===== config.mk =====
export PLATFORM = sky130hd
export DESIGN_NAME = sync_serial_port
export DESIGN_NICKNAME = d
export VERILOG_FILES = /design/src/rtl/ssp_pkg.sv /design/src/rtl/ssp_clk_div.sv /design/src/rtl/ssp_in_sync.sv /design/src/rtl/sync_serial_port.sv
export SDC_FILE = /design/constraint.sdc
export NUM_CORES = 1
export LEC_CHECK = 0
export BUFFER_PORTS_ARGS = -buffer_cell sky130_fd_sc_hd__buf_2
export CAP_MARGIN = 0
export CORE_MARGIN = 2
export CORE_UTILIZATION = 39
export DETAILED_ROUTE_END_ITERATION = 8
export GPL_TIMING_DRIVEN = 0
export SLEW_MARGIN = 0
export SYNTH_ARGS = -nofsm -noshare
export SYNTH_HDL_FRONTEND = slang
export SYNTH_HIERARCHICAL = 1
export SYNTH_SLANG_ARGS = --single-unit
export TNS_END_PERCENT = 100

===== constraint.sdc =====
create_clock -name clk -period 3.7 [get_ports clk]
set_input_delay 0.185 -clock clk [delete_from_list [all_inputs] [get_ports clk]]
set_output_delay 0.185 -clock clk [all_outputs]
set_load 0.005 [all_outputs]

===== src/rtl/ssp_pkg.sv =====
package ssp_pkg;

    localparam int WORD_W = 32;
    localparam int CNT_W  = $clog2(WORD_W) + 1;

    typedef enum logic [1:0] {
        ST_IDLE  = 2'd0,
        ST_LEAD  = 2'd1,
        ST_TRAIL = 2'd2,
        ST_SLAVE = 2'd3
    } ssp_state_e;

    function automatic logic [CNT_W-1:0] word_bits(input logic [1:0] code);
        unique case (code)
            2'd0:    return CNT_W'(8);
            2'd1:    return CNT_W'(16);
            default: return CNT_W'(32);
        endcase
    endfunction

    function automatic logic [WORD_W-1:0] width_mask(input logic [1:0] code);
        unique case (code)
            2'd0:    return WORD_W'(32'h0000_00FF);
            2'd1:    return WORD_W'(32'h0000_FFFF);
            default: return '1;
        endcase
    endfunction

    // Puts a word into wire order (first bit at the top of the active width),
    // or takes it back out. The mapping is its own inverse.
    function automatic logic [WORD_W-1:0] wire_order(input logic [WORD_W-1:0] w,
                                                     input logic [1:0] code,
                                                     input logic lsb_first);
        logic [WORD_W-1:0] r;
        for (int i = 0; i < WORD_W; i++) r[WORD_W-1-i] = w[i];
        if (lsb_first) r = r >> (CNT_W'(WORD_W) - word_bits(code));
        else           r = w;
        return r & width_mask(code);
    endfunction

endpackage


===== src/rtl/ssp_clk_div.sv =====
module ssp_clk_div #(
    parameter int DIV_W = 8
) (
    input  logic             clk,
    input  logic             rst_n,
    input  logic             run,
    input  logic [DIV_W-1:0] div,
    output logic             tick
);
    logic [DIV_W-1:0] cnt;

    always_ff @(posedge clk or negedge rst_n) begin
        if (!rst_n)                cnt <= '0;
        else if (!run || cnt == 0) cnt <= div;
        else                       cnt <= cnt - 1'b1;
    end

    assign tick = run && (cnt == 0);

    // consecutive half-period ticks are separated when the divider is non-zero
    a_r2_tick_spacing: assert property (@(posedge clk) disable iff (!rst_n)
        tick && run && div != 0 && $stable(div) |=> !tick);

endmodule


===== src/rtl/ssp_in_sync.sv =====
module ssp_in_sync #(
    parameter int STAGES = 2
) (
    input  logic clk,
    input  logic rst_n,
    input  logic sclk_in,
    input  logic sel_n_in,
    output logic sclk_s,
    output logic sclk_edge,
    output logic sel_n_s
);
    logic [STAGES:0]   sck_q;
    logic [STAGES-1:0] sel_q;

    always_ff @(posedge clk or negedge rst_n) begin
        if (!rst_n) begin
            sck_q <= '0;
            sel_q <= '1;
        end else begin
            sck_q <= {sck_q[STAGES-1:0], sclk_in};
            sel_q <= {sel_q[STAGES-2:0], sel_n_in};
        end
    end

    assign sclk_s    = sck_q[STAGES-1];
    assign sclk_edge = sck_q[STAGES] != sck_q[STAGES-1];
    assign sel_n_s   = sel_q[STAGES-1];

endmodule


===== src/rtl/sync_serial_port.sv =====
module sync_serial_port
    import ssp_pkg::*;
#(
    parameter int DIV_W       = 8,
    parameter int SYNC_STAGES = 2
) (
    input  logic              clk,
    input  logic              rst_n,
    input  logic              cfg_master,
    input  logic              cfg_cpol,
    input  logic              cfg_cpha,
    input  logic              cfg_lsb_first,
    input  logic [1:0]        cfg_width,
    input  logic [DIV_W-1:0]  cfg_div,
    input  logic [WORD_W-1:0] tx_data,
    input  logic              tx_write,
    input  logic              rx_read,
    input  logic              err_clear,
    output logic [WORD_W-1:0] rx_data,
    output logic              tx_empty,
    output logic              tx_end,
    output logic              rx_full,
    output logic              overrun,
    output logic              conflict,
    input  logic              ser_clk_i,
    output logic              ser_clk_o,
    output logic              ser_clk_oe,
    input  logic              ser_din,
    output logic              ser_dout,
    output logic              ser_dout_oe,
    input  logic              sel_n_i,
    output logic              sel_n_o
);
    localparam int IDX_W = $clog2(WORD_W);

    ssp_state_e        state, state_nx;
    logic [WORD_W-1:0] tdr, rdr, sr, sr_shifted, rx_word;
    logic [CNT_W-1:0]  bitcnt, nbits;
    logic [IDX_W-1:0]  top_idx;
    logic clk_q, rx_bit, tick, run_div, sclk_s, sclk_edge, sel_s;
    logic conflict_hit, last, lead_ev, trail_ev, do_sample, do_shift;
    logic shift_in, word_done, load;

    ssp_clk_div #(.DIV_W(DIV_W)) u_div (
        .clk(clk), .rst_n(rst_n), .run(run_div), .div(cfg_div), .tick(tick)
    );

    ssp_in_sync #(.STAGES(SYNC_STAGES)) u_sync (
        .clk(clk), .rst_n(rst_n), .sclk_in(ser_clk_i), .sel_n_in(sel_n_i),
        .sclk_s(sclk_s), .sclk_edge(sclk_edge), .sel_n_s(sel_s)
    );

    assign nbits        = word_bits(cfg_width);
    assign top_idx      = IDX_W'(nbits - CNT_W'(1));
    assign last         = bitcnt == nbits - CNT_W'(1);
    assign run_div      = (state == ST_LEAD) || (state == ST_TRAIL);
    assign conflict_hit = cfg_master && !sel_s;

    // Clock edge events, master (divider) or slave (synchronized input)
    assign lead_ev  = (run_div && state == ST_LEAD && tick && !conflict_hit) ||
                      (state == ST_SLAVE && !cfg_master && !sel_s && sclk_edge && sclk_s != cfg_cpol);
    assign trail_ev = (run_div && state == ST_TRAIL && tick && !conflict_hit) ||
                      (state == ST_SLAVE && !cfg_master && !sel_s && sclk_edge && sclk_s == cfg_cpol);

    assign do_sample  = cfg_cpha ? trail_ev : lead_ev;
    assign do_shift   = cfg_cpha ? ((lead_ev && bitcnt != 0) || (trail_ev && last)) : trail_ev;
    assign shift_in   = (cfg_cpha && trail_ev) ? ser_din : rx_bit;
    assign sr_shifted = {sr[WORD_W-2:0], shift_in};
    assign rx_word    = wire_order(sr_shifted, cfg_width, cfg_lsb_first);
    assign word_done  = trail_ev && last;

    // State register
    always_ff @(posedge clk or negedge rst_n) begin
        if (!rst_n) state <= ST_IDLE;
        else        state <= state_nx;
    end

    // Transitions
    always_comb begin
        state_nx = state;
        unique case (state)
            ST_IDLE: begin
                if (cfg_master && !conflict && !conflict_hit && !tx_empty) state_nx = ST_LEAD;
                else if (!cfg_master && !sel_s)                            state_nx = ST_SLAVE;
            end
            ST_LEAD: begin
                if (conflict_hit)  state_nx = ST_IDLE;
                else if (lead_ev)  state_nx = ST_TRAIL;
            end
            ST_TRAIL: begin
                if (conflict_hit)  state_nx = ST_IDLE;
                else if (trail_ev) state_nx = last ? ST_IDLE : ST_LEAD;
            end
            ST_SLAVE: begin
                if (cfg_master || sel_s) state_nx = ST_IDLE;
            end
        endcase
    end

    assign load = (state == ST_IDLE && state_nx != ST_IDLE) ||
                  (state == ST_SLAVE && state_nx == ST_SLAVE && word_done);

    // Shift engine, holding registers and flags
    always_ff @(posedge clk or negedge rst_n) begin
        if (!rst_n) begin
            sr <= '0; bitcnt <= '0; rx_bit <= 1'b0; clk_q <= 1'b0;
            tdr <= '0; tx_empty <= 1'b1; rdr <= '0; rx_full <= 1'b0;
            overrun <= 1'b0; conflict <= 1'b0;
        end else begin
            if (load) begin
                sr     <= tx_empty ? '0 : wire_order(tdr, cfg_width, cfg_lsb_first);
                bitcnt <= '0;
            end else begin
                if (do_shift)          sr     <= sr_shifted;
                if (trail_ev && !last) bitcnt <= bitcnt + 1'b1;
            end
            if (do_sample) rx_bit <= ser_din;

            if (state == ST_IDLE)                         clk_q <= cfg_cpol;
            else if (run_div && (lead_ev || trail_ev))    clk_q <= lead_ev ? !cfg_cpol : cfg_cpol;
            else if (conflict_hit)                        clk_q <= cfg_cpol;

            if (tx_write && tx_empty) begin
                tdr      <= tx_data;
                tx_empty <= 1'b0;
            end else if (load && !tx_empty) begin
                tx_empty <= 1'b1;
            end

            if (word_done) begin
                if (rx_full && !rx_read) overrun <= 1'b1;
                else begin
                    rdr     <= rx_word;
                    rx_full <= 1'b1;
                end
            end else if (rx_read) begin
                rx_full <= 1'b0;
            end
            if (err_clear && !(word_done && rx_full && !rx_read)) overrun <= 1'b0;

            if (conflict_hit)   conflict <= 1'b1;
            else if (err_clear) conflict <= 1'b0;
        end
    end

    // Outputs
    assign rx_data     = rdr;
    assign tx_end      = tx_empty && state == ST_IDLE;
    assign ser_clk_o   = clk_q;
    assign ser_clk_oe  = cfg_master && !conflict;
    assign ser_dout    = sr[top_idx];
    assign ser_dout_oe = cfg_master ? !conflict : (state == ST_SLAVE);
    assign sel_n_o     = !run_div;

    // bit counter stays inside the selected word length while shifting
    a_r4_count_in_range: assert property (@(posedge clk) disable iff (!rst_n)
        state != ST_IDLE && $stable(cfg_width) |-> bitcnt < nbits);

    // a write to an occupied transmit register leaves it untouched
    a_r6_full_write_ignored: assert property (@(posedge clk) disable iff (!rst_n)
        tx_write && !tx_empty |=> tdr == $past(tdr));

    // a finished word always leaves receive full set
    a_r8_done_sets_full: assert property (@(posedge clk) disable iff (!rst_n)
        word_done |=> rx_full);

    // an unread word is kept and the overrun flag rises
    a_r9_overrun_keeps: assert property (@(posedge clk) disable iff (!rst_n)
        word_done && rx_full && !rx_read |=> $stable(rdr) && overrun);

    // a flagged conflict in master mode holds the machine in IDLE
    a_r10_conflict_idle: assert property (@(posedge clk) disable iff (!rst_n)
        conflict && cfg_master |=> state == ST_IDLE);

    // the master select output is low whenever the clock leaves its idle level
    a_r2_select_covers_clock: assert property (@(posedge clk) disable iff (!rst_n)
        cfg_master && $stable(cfg_cpol) && ser_clk_o != cfg_cpol |-> !sel_n_o);

endmodule


==> results of run 1 <==
stage by stage:
step | utilization, % | hold WS [ps]
finish | 49.8 | 10.3
floorplan | - | -111
detailed placement | 44.0 | 168
CTS | 49.7 | 3.68
global route | 49.8 | 10.0
global placement | 43.8 | 290
sequential cells by signal (all words and copies together) (netlist names):
| signal | count |
|---|---|
| u_div/cnt | 8 |
| u_sync/sel_q | 2 |
| rx_bit | 1 |
| rx_data | 32 |
| bitcnt | 6 |
| ser_clk_o | 1 |
| tdr | 32 |
| conflict | 1 |
| overrun | 1 |
| rx_full | 1 |
| u_sync/sck_q | 3 |
| sr | 32 |
| tx_empty | 1 |
| state | 2 |
Yosys cell counts (3+ instances only):
cell	n	share of area, %
nand2_1	56	3.0
dfrtp_1	120	43
nand2b_1	4	0.35
a21oi_1	23	1.6
mux2i_1	84	12
mux2_2	39	6.2
o211ai_1	9	0.96
xor2_1	5	0.62
dfstp_2	3	1.1
and3_1	3	0.27
nor2_1	42	2.2
o21ai_0	38	2.7
a22o_1	15	1.9
buf_2	5	0.35
nor3b_1	3	0.32
clkbuf_1	34	1.8
xnor2_1	8	0.99
a22oi_1	12	1.3
nand3_1	3	0.21
and2_1	16	1.4
o2bb2ai_1	8	0.99
a221oi_1	15	1.9
nor3_1	20	1.4
inv_1	20	1.1
ha_1	10	1.8
nor2b_1	21	1.9
a211oi_1	8	0.85
buf_1	7	0.37
o41ai_1	7	0.87
o21bai_1	9	0.96
a221o_1	7	0.99
worst max-delay path, stage by stage, from the launching register on:
cell	delay, ps
dfrtp_1	400
inv_1	110
ha_1	170
or3b_2	510
nor3_1	500
a32o_1	400
nand2_1	90
mux2_2	350
mux4_2	520
a31o_2	260
final cells by class:
class	instances	area share, %
flip-flops and latches	123	34.7
inverters	21	0.929
clock buffers	19	4.98
repair buffers	138	10.4
multi-input cells	498	41.6
plain buffers	46	2.27
well taps	229	3.22
clock inverters	13	1.89
worst max-delay path by stage:
stage | startpoint | endpoint | cells past startpoint
3_5_place_dp | cfg_width[1] | bitcnt[2]$_DFFE_PN0P_ | 14
4_1_cts | cfg_width[1] | bitcnt[2]$_DFFE_PN0P_ | 13
2_1_floorplan | cfg_width[1] | sr[0]$_DFFE_PN0P_ | 14
3_3_place_gp | cfg_width[1] | rx_data[0]$_DFFE_PN0P_ | 14
5_1_grt | state[0]$_DFF_PN0_ | rx_data[2]$_DFFE_PN0P_ | 10
6_report | u_div/cnt[0]$_DFF_PN0_ | rx_data[7]$_DFFE_PN0P_ | 9
layer usage:
metal  share of wire, %  track usage, %
met1                 48            32.1
met2                 44            33.0
met3                6.5            4.75
met4                2.1            7.57
met5                  0               0
where the power goes:
part           switching, mW  internal, mW  leakage (nW)
sequential             0.541          1.72          1.58
combinational          0.908         0.894          2.49
clock                  0.659          1.08         0.282
timing repair:
| item | 4_1_cts | 5_1_grt |
|---|---|---|
| buffers inserted | 0 | 3 |
| endpoints found under the setup margin | 71 | 23 |
| endpoints found under the hold margin | 87 | 0 |
| gates resized for setup | 4 | 5 |
| pin swaps | 0 | 1 |
| hold buffers | 40 | 0 |
cells by family (layout without fill, tap and decap cells):
kind of cell | count (synthesis) | in the layout
multiplexers | 124 | 124
flip-flops | 123 | 123
XOR/XNOR | 14 | 14
AND/OR/NAND/NOR | 181 | 181
buffers and inverters | 69 | 237
AO/OA/AOI/OAI | 169 | 169
adder cells (fa/ha/maj) | 10 | 10
cell usage in the layout, fill, tap and decap left out, drive strengths merged, types with 5 or more instances in the layout:
master and instances:
o2bb2ai 8, xnor2 8, nor2 42, mux2i 84
nor3 20, buf 111, a22o 15, o41ai 7
mux2 39, ha 10, dlygate4sd3 40, inv 21
a221oi 15, clkinvlp 6, and2 16, dfrtp 120
clkbuf 52, a211oi 8, a22oi 12, nand2 57
a21oi 23, xor2 5, a221o 7, o21ai 39
o21bai 9, o211ai 9, nor2b 21
==> results.toml, run 1 <==
[timing]
tns_ps = 0
worst_clock_skew_ps = 16.3
setup_slack_ps = 301
worst_pin_slew_ps = 694
rsz0062_at_grt = "false"
slew_violations = 0
max_freq_ghz = 0.294
fin_crit_sh_pct = 91.9
setup_viol = 0
hold_viol = 0
period_needed_ps = 3400
max_slew_margin_pct = 53.7

[yosys]
synthMuxAreaShare_pct = 18.5
syn_area_sq_um = 7060
syn_nets = 754
synth_top_family_by_area = "multiplexers"
ys_warn_count = 6
yosysUniqueCellTypes = 61
syn_area_per_cell_sq_um = 10.2
ys_seq_area_share_pct = 43.7
yosys.area_share.adder_pct = 1.77
async_reset_ff_share_pct = 100
synth_compound_area_share_pct = 17.7
synthSimpleGateAreaFrac_pct = 12.5
synth_edf_count = 0
syn_inst = 690
synth-seq-cells = 123
synth-main-ff-cell = "dfrtp_1"
synth_xor_xnor_area_share_pct = 1.95

[critical_path]
r2r_cells = 9
cp-end-kind = "register"
setup.worst_path.class = "reg2reg"
critPathLaunchType = "register"
cp.arrival_ps = 3710
reg2reg_from = "u_div/cnt[0]$_DFF_PN0_"
rrSetupSlack_ps = 300
required_ps = 4010
reg2reg_to = "rx_data[7]$_DFFE_PN0P_"
cp_max_fo = 6

[placement]
io_buffer_count = 94
dp.cells = 1014
post_dp_cell_area_sq_um = 7850
pre_cts_slack_ps = -1050
place_congestion = 0.918
detailed_place_hpwl_microns = 15100

[final_layout]
syn_to_final_growth_pct = 25.9
final-seq-area_sq_um = 3080
stdcell_count = 1087
fillers = 1670
drive_gt1_share_pct = 22.8
multi_input_area_sq_um = 3700
post-route-cell-area_sq_um = 8890
final_nets = 909
n_antenna_cell = 0

[pwr]
totalPowerFinal_mw = 5.80
vdd_drop_max_v = 0.000368
p_per_area_nw_per_um2 = 653
p_leak_nw = 4.35

[clock_network]
clkTransAtPathRegs_ps = 60
clk_latency_ps = 430
cts_buffers = 17
cts_buffer_depth = 2
htreeDepth = 4
cts-root-buf = "clkbuf_16"
cts_sinks = 123
cts_tree = "done"

[detailed_routing]
first_pass_iters = 5
drtIter0Drc = 528
ant_nets = 0
route.detailed.drc = 0
routed_wl_microns = 20800
via_per_inst = 5.57
avgRoutedWirePerCell_microns = 19.1
num_vias = 6054

[global_routing]
antenna_found_initial = 0
global_route.usage.total_pct = 22.2
grt_pass1_vias = 6006
grt_pass1_wl_microns = 33300
grt_remaining_overflow = 0
grt_max_degree = 75

[floorplanning]
ios = 96
fp.dieH_microns = 139
start_util_pct = 39.6
die_w_microns = 139
core_sq_um = 17800
row_count = 49
dieArea_sq_um = 19200

[worst_hold_path]
min_path_cells = 3
hold_class = "in2reg"
min_from = "cfg_div[5]"
whs_endpoint = "u_div/cnt[5]$_DFF_PN0_"

[flow_run]
cap_viol_max_count = 0

[status]
status = "complete, no violations"
No activity file was read; power rests on OpenSTA's default activity.
==> run 2: changes to the inputs <==
--- a/config.mk
+++ b/config.mk
@@ -11,6 +11,7 @@
 export CORE_UTILIZATION = 39
 export DETAILED_ROUTE_END_ITERATION = 8
 export GPL_TIMING_DRIVEN = 0
+export RECOVER_POWER = 25
 export SLEW_MARGIN = 0
 export SYNTH_ARGS = -nofsm -noshare
 export SYNTH_HDL_FRONTEND = slang
==> run 2 against run 1 <==
Against the previous run:
- the run now ends with capacitance limit, slew limit left
- non-clock buffer count did not move
- worst setup slack better by 8.8 ps
- cell count stayed put
- combinational power is essentially flat
- utilization hardly changed
- sequential power hardly changed
- first-iteration DRC count rose by 11%
- clock power hardly changed
- cell area is essentially flat
- register-to-register slack about the same
- critical endpoint unchanged
- largest power group unchanged
==> results.toml, run 2 (synthesis results as in run 1) <==
[timing]
period_needed_ps = 3390
slew_violations = 50
max_freq_ghz = 0.295
max_slew_margin_pct = -89.1
worst_clock_skew_ps = 12.7
setup_slack_ps = 310
setup_viol = 0
hold_viol = 0
rsz0062_at_grt = "false"
worst_pin_slew_ps = 2840
fin_crit_sh_pct = 91.6

[floorplanning]
die_w_microns = 139
dieArea_sq_um = 19200
start_util_pct = 39.6
core_sq_um = 17800
row_count = 49
ios = 96
fp.dieH_microns = 139

[final_layout]
most-common-layout-cells = "120 x dfrtp_1, 99 x buf_2, 84 x mux2i_1"
post-route-cell-area_sq_um = 8880
syn_to_final_growth_pct = 25.8
fillers = 1671
final_util_pct = 49.8
final_nets = 909
final_common_cell = "dfrtp_1"
drive_gt1_share_pct = 22.6
n_antenna_cell = 0

[global_routing]
grt_pass1_vias = 6006
global_route.usage.total_pct = 22.2
antenna_found_initial = 0
grt_pass1_wl_microns = 33300
grt_max_degree = 75
grt_remaining_overflow = 0

[detailed_routing]
via_per_inst = 5.55
routed_wl_microns = 20800
avgRoutedWirePerCell_microns = 19.1
ant_nets = 0
first_pass_iters = 7
num_vias = 6035
route.detailed.drc = 0
drtIter0Drc = 584

[critical_path]
r2r_cells = 9
cp.arrival_ps = 3710
reg2reg_to = "rx_data[7]$_DFFE_PN0P_"
required_ps = 4020
setup.worst_path.class = "reg2reg"
cp-end-kind = "register"
reg2reg_from = "u_div/cnt[0]$_DFF_PN0_"
cp_max_fo = 6
rrSetupSlack_ps = 310
critPathLaunchType = "register"

[clock_network]
cts_tree = "done"
clk_latency_ps = 430
cts-root-buf = "clkbuf_16"
clkTransAtPathRegs_ps = 60
cts_buffers = 17
cts_sinks = 123
cts_buffer_depth = 2
htreeDepth = 4

[placement]
io_buffer_count = 94
detailed_place_hpwl_microns = 15100
place_congestion = 0.918
pre_cts_slack_ps = -1050
post_dp_cell_area_sq_um = 7850

[pwr]
vdd_drop_max_v = 0.000371
p_per_area_nw_per_um2 = 653
p_leak_nw = 4.35

[worst_hold_path]
min_path_cells = 3
hold_class = "in2reg"
whs_endpoint = "u_div/cnt[5]$_DFF_PN0_"
min_from = "cfg_div[5]"

[status]
status = "finished with violations"
violations = "capacitance limit, slew limit"

[flow_run]
cap_viol_max_count = 1
run 2: cell types whose count changed in the layout (fill, tap and decap cells not counted), sizes merged:
cell,previous run,this run
clkbuf,52,53
buf,111,110
run 2: what timing repair did:
item / 4_1_cts / 5_1_grt
hold buffers: 40 / 0
buffers inserted: 0 / 3
pin swaps: 0 / 1
setup endpoints to repair: 71 / 23
gates cloned: 0 / 0
endpoints found under the hold margin: 87 / 0
resized for setup: 4 / 5
run 2: worst max path at each step:
stage	end	depth (start not counted)	start	slack, ps
3_3_place_gp	rx_data[0]$_DFFE_PN0P_	14	cfg_width[1]	-1010
5_1_grt	rx_data[2]$_DFFE_PN0P_	10	state[0]$_DFF_PN0_	60
6_report	rx_data[7]$_DFFE_PN0P_	9	u_div/cnt[0]$_DFF_PN0_	310
3_5_place_dp	bitcnt[2]$_DFFE_PN0P_	14	cfg_width[1]	-1050
2_1_floorplan	sr[0]$_DFFE_PN0P_	14	cfg_width[1]	150
4_1_cts	bitcnt[2]$_DFFE_PN0P_	13	cfg_width[1]	170
run 2: layout make-up:
class                           instances  area (sq um)  area share, %
Clock buffer                           19           443           4.99
Inverter                               21          82.6          0.930
Buffer                                 46           201           2.27
Timing Repair Buffer                  138           920           10.4
Multi-Input combinational cell        498          3700           41.6
Tap cell                              229           287           3.23
Clock inverter                         13           168           1.89
Sequential cell                       123          3080           34.7
run 2: stage by stage:
step	instances	setup TNS [ps]	power, mW	hold WS [ps]
2_1_floorplan	690	0	3.38	-111
3_3_place_gp	1013	-61990	3.98	290
3_5_place_dp	1014	-63290	4.01	168
4_1_cts	1084	0	5.79	3.68
5_1_grt	1087	0	6.11	10.0
6_report	1087	0	5.80	8.32
run 2: metal layers:
metal	GRT usage, %	up-vias	routed length [microns]
met5	0	-	0
met4	7.57	0	485
met3	4.75	41	1380
met2	33.0	245	9110
met1	32.1	2895	9840
li1	-	2854	-
run 2: critical path, cell delays in order (launching register included):
cell     delay [ps]
dfrtp_1         400
inv_1           110
ha_1            170
or3b_2          510
nor3_1          490
a32o_1          400
nand2_1          90
mux2_2          350
mux4_2          520
a31o_2          260
run 2: where the power goes:
group / internal [mW] / switching (mW)
Combinational: 0.894 / 0.908
Sequential: 1.72 / 0.539
Clock: 1.08 / 0.659
Total: 3.69 / 2.11
